[src/rtl/cfgport_pkg.sv]
package cfgport_pkg;
  localparam logic [7:0] KEY_B0 = 8'h87;
  localparam logic [7:0] KEY_B1 = 8'h01;
  localparam logic [7:0] KEY_B2 = 8'h55;
  localparam logic [7:0] KEY_B3 = 8'h55;

  localparam logic [7:0] IDX_CTRL   = 8'h02;
  localparam logic [7:0] IDX_LDN    = 8'h07;
  localparam logic [7:0] IDX_ID_HI  = 8'h20;
  localparam logic [7:0] IDX_ID_LO  = 8'h21;
  localparam logic [7:0] IDX_REV    = 8'h22;
  localparam logic [7:0] IDX_ACT    = 8'h30;
  localparam logic [7:0] IDX_BASE_H = 8'h60;
  localparam logic [7:0] IDX_BASE_L = 8'h61;
  localparam logic [7:0] EXIT_CODE  = 8'h02;

  typedef enum logic [2:0] {
    KS_IDLE,
    KS_GOT1,
    KS_GOT2,
    KS_GOT3,
    KS_OPEN
  } key_state_e;
endpackage

[src/rtl/cfgport_key_fsm.sv]
module cfgport_key_fsm
  import cfgport_pkg::*;
(
  input  logic       clk,
  input  logic       rst_n,
  input  logic       idx_wr,
  input  logic [7:0] wdata,
  input  logic       exit_req,
  output logic       unlocked
);
  key_state_e state_q, state_d;

  always_comb begin
    state_d = state_q;
    unique case (state_q)
      KS_IDLE: if (idx_wr) state_d = (wdata == KEY_B0) ? KS_GOT1 : KS_IDLE;
      KS_GOT1: if (idx_wr) state_d = (wdata == KEY_B1) ? KS_GOT2 : KS_IDLE;
      KS_GOT2: if (idx_wr) state_d = (wdata == KEY_B2) ? KS_GOT3 : KS_IDLE;
      KS_GOT3: if (idx_wr) state_d = (wdata == KEY_B3) ? KS_OPEN : KS_IDLE;
      KS_OPEN: if (exit_req) state_d = KS_IDLE;
      default: state_d = KS_IDLE;
    endcase
  end

  always_ff @(posedge clk or negedge rst_n) begin
    if (!rst_n) state_q <= KS_IDLE;
    else        state_q <= state_d;
  end

  assign unlocked = (state_q == KS_OPEN);
endmodule

[src/rtl/cfgport_ldn_bank.sv]
module cfgport_ldn_bank
  import cfgport_pkg::*;
(
  input  logic        clk,
  input  logic        rst_n,
  input  logic        bank_wr,
  input  logic [7:0]  idx,
  input  logic [7:0]  wdata,
  output logic        active,
  output logic [15:0] base
);
  logic        act_en, hi_en, lo_en;
  logic        act_d;
  logic [15:0] base_d;

  always_comb begin
    act_en = bank_wr && (idx == IDX_ACT);
    hi_en  = bank_wr && (idx == IDX_BASE_H);
    lo_en  = bank_wr && (idx == IDX_BASE_L);
    act_d  = act_en ? wdata[0] : active;
    base_d = base;
    if (hi_en) base_d[15:8] = wdata;
    if (lo_en) base_d[7:0]  = wdata;
  end

  always_ff @(posedge clk or negedge rst_n) begin
    if (!rst_n) begin
      active <= 1'b0;
      base   <= 16'h0000;
    end else begin
      if (act_en)         active <= act_d;
      if (hi_en || lo_en) base   <= base_d;
    end
  end
endmodule

[src/rtl/cfgport_unlock.sv]
module cfgport_unlock
  import cfgport_pkg::*;
#(
  parameter int          NUM_LDN  = 4,
  parameter logic [15:0] CHIP_ID  = 16'h5A31,
  parameter logic [3:0]  CHIP_REV = 4'h3
) (
  input  logic                 clk,
  input  logic                 rst_n,
  input  logic                 bus_valid,
  input  logic                 bus_write,
  input  logic                 bus_addr,
  input  logic [7:0]           bus_wdata,
  output logic [7:0]           bus_rdata,
  output logic                 cfg_unlocked,
  output logic [7:0]           sel_ldn,
  output logic [NUM_LDN-1:0]   dev_active,
  output logic [16*NUM_LDN-1:0] dev_base
);
  localparam int BASE_W = 16 * NUM_LDN;

  logic [7:0] idx_q;
  logic [7:0] ldn_q;
  logic       idx_wr_any, idx_wr_open, data_wr_open;
  logic       ldn_en, exit_req;
  logic       bank_hit;
  logic       act_sel;
  logic [15:0] base_sel;

  always_comb begin
    idx_wr_any   = bus_valid && bus_write && !bus_addr;
    idx_wr_open  = idx_wr_any && cfg_unlocked;
    data_wr_open = bus_valid && bus_write && bus_addr && cfg_unlocked;
    ldn_en       = data_wr_open && (idx_q == IDX_LDN);
    exit_req     = data_wr_open && (idx_q == IDX_CTRL) && (bus_wdata == EXIT_CODE);
  end

  cfgport_key_fsm u_key (
    .clk      (clk),
    .rst_n    (rst_n),
    .idx_wr   (idx_wr_any && !cfg_unlocked),
    .wdata    (bus_wdata),
    .exit_req (exit_req),
    .unlocked (cfg_unlocked)
  );

  always_ff @(posedge clk or negedge rst_n) begin
    if (!rst_n) begin
      idx_q <= 8'h00;
      ldn_q <= 8'h00;
    end else begin
      if (idx_wr_open) idx_q <= bus_wdata;
      if (ldn_en)      ldn_q <= bus_wdata;
    end
  end

  assign sel_ldn = ldn_q;

  for (genvar g = 0; g < NUM_LDN; g++) begin : g_bank
    logic       bank_wr;
    logic [15:0] base_w;
    assign bank_wr = data_wr_open && (ldn_q == 8'(g));
    cfgport_ldn_bank u_bank (
      .clk     (clk),
      .rst_n   (rst_n),
      .bank_wr (bank_wr),
      .idx     (idx_q),
      .wdata   (bus_wdata),
      .active  (dev_active[g]),
      .base    (base_w)
    );
    assign dev_base[16*g +: 16] = base_w;
  end

  always_comb begin
    bank_hit = 1'b0;
    act_sel  = 1'b0;
    base_sel = 16'h0000;
    for (int i = 0; i < NUM_LDN; i++) begin
      if (ldn_q == 8'(i)) begin
        bank_hit = 1'b1;
        act_sel  = dev_active[i];
        base_sel = dev_base[16*i +: 16];
      end
    end
  end

  always_comb begin
    bus_rdata = 8'h00;
    if (!cfg_unlocked) begin
      bus_rdata = 8'hFF;
    end else if (!bus_addr) begin
      bus_rdata = idx_q;
    end else begin
      unique case (idx_q)
        IDX_LDN:    bus_rdata = ldn_q;
        IDX_ID_HI:  bus_rdata = CHIP_ID[15:8];
        IDX_ID_LO:  bus_rdata = CHIP_ID[7:0];
        IDX_REV:    bus_rdata = {4'h0, CHIP_REV};
        IDX_ACT:    bus_rdata = bank_hit ? {7'b0, act_sel} : 8'h00;
        IDX_BASE_H: bus_rdata = bank_hit ? base_sel[15:8] : 8'h00;
        IDX_BASE_L: bus_rdata = bank_hit ? base_sel[7:0] : 8'h00;
        default:    bus_rdata = 8'h00;
      endcase
    end
  end

  logic unused_w;
  assign unused_w = ^BASE_W;
endmodule

[config.mk]
export PLATFORM = sky130hd
export DESIGN_NAME = cfgport_unlock
export DESIGN_NICKNAME = d
export VERILOG_FILES = /design/src/rtl/cfgport_pkg.sv /design/src/rtl/cfgport_key_fsm.sv /design/src/rtl/cfgport_ldn_bank.sv /design/src/rtl/cfgport_unlock.sv
export SDC_FILE = /design/constraint.sdc
export NUM_CORES = 1
export LEC_CHECK = 0
export BUFFER_PORTS_ARGS = -buffer_cell sky130_fd_sc_hd__buf_4
export CAP_MARGIN = 10
export CORE_MARGIN = 2
export CORE_UTILIZATION = 48
export DETAILED_ROUTE_END_ITERATION = 10
export MAX_ROUTING_LAYER = met4
export PLACE_DENSITY = 0.78
export SETUP_SLACK_MARGIN = 0.4
export SLEW_MARGIN = 40
export SYNTH_ARGS = -nofsm -noshare
export SYNTH_HDL_FRONTEND = slang
export SYNTH_SLANG_ARGS = --single-unit
[constraint.sdc]
create_clock -name clk -period 6.8 [get_ports clk]
set_clock_uncertainty 0.2 [all_clocks]
set_input_delay 0 -clock clk [delete_from_list [all_inputs] [get_ports clk]]
set_output_delay 0 -clock clk [all_outputs]
set_load 0.05 [all_outputs]
; ---- Word level (Yosys, flattened, before mapping)
; Cells that the tools add are included.
[classes]
reduce_logical = 42
add_sub_neg = 0
n_shift = 0
eq_ne = 24
order_cmp = 0
n_div = 0
bitwise_logic = 0
muxes = 28
n_mul = 0
[op_table]
columns = cell, count
row1 = $mux 16, 4
row2 = $pmux 8 s7, 1
row3 = $eq 8x2->1 const B, 4
row4 = $eq 8x6->1 const B, 4
row5 = $mux 8, 4
row6 = $logic_and 1x1->1, 25
row7 = $eq 8x7->1 const B, 3
row8 = $mux 3, 6
row9 = $eq 8x1->1 const B, 2
row10 = $reduce_and 2->1, 8
row11 = $pmux 3 s5, 1
row12 = $mux 1, 10
row13 = $ne 2x1->1 const B, 5
row14 = $eq 8x3->1 const B, 1
row15 = $eq 8x8->1 const B, 1
row16 = $logic_not 8->1, 1
row17 = $eq 3x2->1 const B, 2
row18 = $reduce_and 5->1, 1
row19 = $logic_or 1x1->1, 4
row20 = $mux 2, 2
row21 = $eq 3x1->1 const B, 1
row22 = $eq 3x3->1 const B, 1
row23 = $logic_not 3->1, 1
row24 = $logic_not 1->1, 2
[totals]
elab_cells = 109
mem_bits_ro = 0
output_inout_bits = 85
mem_bits_rw = 0
in_bits = 13
latchBits = 0
regBits = 87
n_memories = 0

; ---- Logic depth before layout (Yosys ltp)
[logic_depth]
ltp_word = 9
mapped_depth = 9
mapped_depth_nobuf = 7

; ---- By module
; Synthesis repeated with hierarchy kept, for this count alone.
[unflattened]
cells_unflattened = 334
area_unflattened_um2 = 4647.0
[by_module_without_submodules]
columns = mod, n_inst, area_each_um2, cells_each
row1 = cfgport_ldn_bank, 4, 699.4, 41
row2 = cfgport_unlock, 1, 1646.6, 146
row3 = cfgport_key_fsm, 1, 202.7, 24

; ---- Least setup slack after synthesis
; OpenSTA, ideal clock, no wires.
[synth_timing]
kind = reg2out
startpoint = register ldn_q[0] (netlist: sel_ldn[0])
endpoint = output bus_rdata[5]
stages_incl_launch_ff = 7
t_required_ns = 6.600
arrival_time_ns = 2.695
slack_ns = 3.905
path_cell_list = dfrtp_1 -> buf_2 -> buf_1 -> a211oi_1 -> or3_1 -> a21o_1 -> a31oi_1
[synth_via]
elab_chain_cells = 9
elab_cells_between_ends = 17
cone_classes = 3 x eq/ne / 13 x mux / 1 x reduce/logical
[synth_lines]
columns = element, line_no
row1 = from (decl), cfgport_unlock.sv:23  ; logic [7:0] ldn_q;
row2 = from (signal assigned), cfgport_unlock.sv:53  ; if (ldn_en) ldn_q <= bus_wdata;
row3 = $logic_not 8->1, cfgport_unlock.sv:80  ; if (ldn_q == 8'(i)) begin
row4 = $mux 16 or $mux 1 (tied branches) (4 in a row), cfgport_unlock.sv:80
row5 = "$mux 8, on equally long branches", "cfgport_unlock.sv:102, cfgport_unlock.sv:101"
row6 = $pmux 8 s7 (*), cfgport_unlock.sv:95  ; unique case (idx_q)
row7 = $mux 8 (*), cfgport_unlock.sv:92  ; end else if (!bus_addr) begin
row8 = $mux 8 (*), cfgport_unlock.sv:90  ; if (!cfg_unlocked) begin
row9 = to (decl), cfgport_unlock.sv:14  ; output logic [7:0] bus_rdata,
; Mark *: on every way between the ends. The rest lies on a longest branch, timed or not.

; ---- Worst setup path in the final report
[layout_timing]
startpoint = register idx_q[0]
endpoint = output bus_rdata[6]
[layout_via]
elab_chain_cells = 4
elab_cells_between_ends = 10
cone_classes = 7 x eq/ne / 3 x mux
[layout_lines]
columns = element, line_no
row1 = from (decl), cfgport_unlock.sv:22  ; logic [7:0] idx_q;
row2 = from (signal assigned), cfgport_unlock.sv:52  ; if (idx_wr_open) idx_q <= bus_wdata;
row3 = $eq 8x7->1 (tied with other cells), cfgport_unlock.sv:95
row4 = $pmux 8 s7 (*), cfgport_unlock.sv:95
row5 = $mux 8 (*), cfgport_unlock.sv:92
row6 = $mux 8 (*), cfgport_unlock.sv:90
; Marked as above.

==> results.txt <==
status = finished, final reports clean
Antenna Nets Post-Route = 0
sum of negative setup slack = 0 ps
I/O pins = 98
Simple-Gate Fraction of Synth Area = 0.133
post-CTS sizing = 0
mux contribution to synthesized area = 0.245
ant diodes = 0
area share of the largest cell type after synthesis = 0.468
Row Count = 35
CP endpoint kind = output pin
final wirelength = 13600 um
synth warn = 0
flops & latches, synth = 87
critical path type = flop to output pin
LEAKAGE = 2.76 nW
worst-margin pin slew = 859 ps
Reg clk slew, reported paths = 90 ps
Main synth FF type = dfrtp_1
CP max stage cell = nor4b_4
GPL Wtd Cong = 0.984
final hold vios = 0
Tmin final = 3030 ps
via count = 3809
Die Width = 102 um
layout cells sized above 1 = 0.450
Psw = 0.237 mW
DPL Wire Length = 9430 um
CTS tree = built
initial antenna violation count = 0
arrival time worst endpoint = 2830 ps
Clock Latency Late Sink = 380 ps
Worst Path Buf+Inv = 1
Synthesized Nets = 412
largest family of logic cells by synthesized area = multiplexers
largest net degree at the start of global routing = 55
Pwr Density = 160 nW/um^2
leading area contributor after synthesis = dfrtp_1
xor and xnor area share after synthesis = 0
slew margin rel. = 0.425
mapped cell area = 4650 um^2
Synth Instances = 399
EDFF count, synth = 0
family with the most delay on the worst path = simple AND/OR/NAND/NOR gates
register area share after synthesis = 0.468
VDD IR-drop max = 0.0753 mV
HP Class = primary input to flop
number of port buffers = 97
cell chain of the critical path = nor4b_4 -> nand4_1 -> nor3_1 -> nor3_1 -> o221ai_1 -> buf_4
RSZ-0062 raised after global routing = false
Final setup violation count = 0
Root Driver = clkbuf_8
cts hold-fix bufs = 14
WL/cell = 21.8 um
Core ar. = 9330 um^2
ys async rst share = 1.00
clock buffer depth = 2
Syn-to-layout area delta = 22.8%
Clock Power Share = 0.379
Final period util = 0.445
CP max FO = 12
cell repeated most along the worst path = nor3_1
largest stage delay on the critical path = 590 ps
Total Power = 0.915 mW
total gr overflow = 0
top post-synthesis cells by area = dfrtp_1 47%, mux2_2 18%, mux2_4 5.2%
Vias/cell = 6.09
Flop pwr share = 0.571
Pint = 0.678 mW
Die ar. = 10500 um^2
vias in the first global route = 3681
# nets final = 505
CP Launch Type = flop
fin. max-slew vios = 0
Comb power frac = 0.050
Sw Ratio = 0.259
post-CTS setup buffers = 0
Filler Cells Inserted = 802
Starting Density = 0.499
CTS buffer count = 9
first-pass GRT wire length = 20900 um
die height = 102 um
Max Fclk = 331 MHz
number of library cell types mapped by synthesis = 55
Detailed Routing Iterations Pass 1 = 5
clk sinks = 87
max-cap check violation count = 0
Compound-Gate Fraction of Synth Area = 0.104
syn_area_per_cell = 11.7 um^2
Remaining DRCs = 0
First DRT Iteration DRCs = 241
Tot GR Track Use = 0.277
H-tree levels = 3
Synth Area in Adders = 0
WP data required = 6600 ps
## cell usage in the layout, fill, tap and decap left out, types with 3 or more instances in the layout
cell type,Yosys,layout
buf_4,4,100
dfrtp_1,87,86
mux2_2,74,74
nand2_1,21,21
nor2_1,18,18
mux2_4,16,16
inv_1,13,13
dlygate4sd3_1,0,13
o22ai_1,10,10
nor3_1,10,10
nor2b_1,10,10
o21ai_0,10,10
clkbuf_8,0,10
a211oi_1,9,9
a21oi_1,8,8
nand3_1,8,8
o221ai_1,7,7
nor2_2,6,6
o22a_1,4,4
or3_1,4,4
a31oi_1,4,4
nand4_1,3,3
nor3b_1,3,3
o32ai_1,3,3
## cell families (layout without fill, tap and decap cells)
kind of cell,count (synthesis),after routing
simple gates,104,104
compound gates,69,69
buf+inv,45,142
flops,87,87
mux,94,94
## final cells by class
type / instances / area, um^2 / share of cell area
Clock buffer: 10 / 138 / 0.0241
Clock inverter: 5 / 41.3 / 0.00723
Inverter: 13 / 48.8 / 0.00854
Multi-Input combinational cell: 267 / 2250 / 0.393
Sequential cell: 87 / 2180 / 0.381
Tap cell: 129 / 161 / 0.0282
Timing Repair Buffer: 114 / 901 / 0.158
## registers in the layout, summed over array words and instances (netlist names)
register              count
g_bank.u_bank.base       64
idx_q                     8
sel_ldn                   8
g_bank.u_bank.active      4
u_key.state_q             3
## synthesized netlist by cell type (2+ instances only)
cell type and n:
a211oi_1 9, a21o_1 2, a21oi_1 8, a31oi_1 4
a41oi_1 2, and4b_1 2, buf_1 2, buf_2 3
buf_4 4, buf_6 6, clkbuf_1 17, dfrtp_1 87
inv_1 13, mux2_2 74, mux2_4 16, mux2i_1 2
mux4_2 2, nand2_1 21, nand2b_1 3, nand3_1 8
nand4_1 3, nor2_1 18, nor2_2 6, nor2b_1 10
nor3_1 10, nor3b_1 3, nor4_1 2, nor4b_4 2
o21ai_0 10, o221ai_1 7, o22a_1 4, o22ai_1 10
o32ai_1 3, or2_1 2, or3_1 4
## power groups by stage
stage               Clock, mW  Combinational, mW  Sequential [mW]
floorplan                   0             0.0164            0.530
global placement            0             0.0374            0.533
detailed placement          0             0.0380            0.533
CTS                     0.349             0.0457            0.522
global route            0.371             0.0501            0.523
finish                  0.347             0.0462            0.523
## stage by stage
step	instances	hold slack, ps	setup slack [ps]	instance area, um^2	utilization
2_1_floorplan	399	-496	3910	4650	-
3_3_place_gp	596	-221	3920	5380	0.577
3_5_place_dp	596	-212	3760	5380	0.577
4_1_cts	625	312	3320	5710	0.612
5_1_grt	625	334	3620	5710	0.613
6_report	625	327	3770	5710	0.613
## path summary, 6_finish.rpt
kind / startpoint / end / slack, ps / cells past startpoint
min in group asynchronous: rst_n / idx_q[2] / 500 / 4
max in group asynchronous: rst_n / sel_ldn[1] / 5190 / 4
min: bus_wdata[3] / idx_q[3] / 330 / 4
max: idx_q[0] / bus_rdata[6] / 3770 / 6
min reg2reg: g_bank[1].u_bank.base[4] / g_bank[1].u_bank.base[4] / 340 / 1
max reg2reg: sel_ldn[5] / g_bank[0].u_bank.base[4] / 3850 / 5
## layer usage
| layer | GRT usage | vias to the layer above | share of wire | wire length [um] |
|---|---|---|---|---|
| met5 | - | - | 0 | 0 |
| met4 | 0.0903 | 0 | 0.028 | 388 |
| met3 | 0.0513 | 31 | 0.064 | 868 |
| met2 | 0.424 | 191 | 0.47 | 6420 |
| met1 | 0.376 | 1926 | 0.44 | 5970 |
| li1 | - | 1661 | - | - |
## tightest hold or removal path, delay by kind of cell
family,cells,cell delay [ps]
compound gates,1,70
buf+inv,2,730
simple gates,1,60
(Power assumes the default switching activity.)
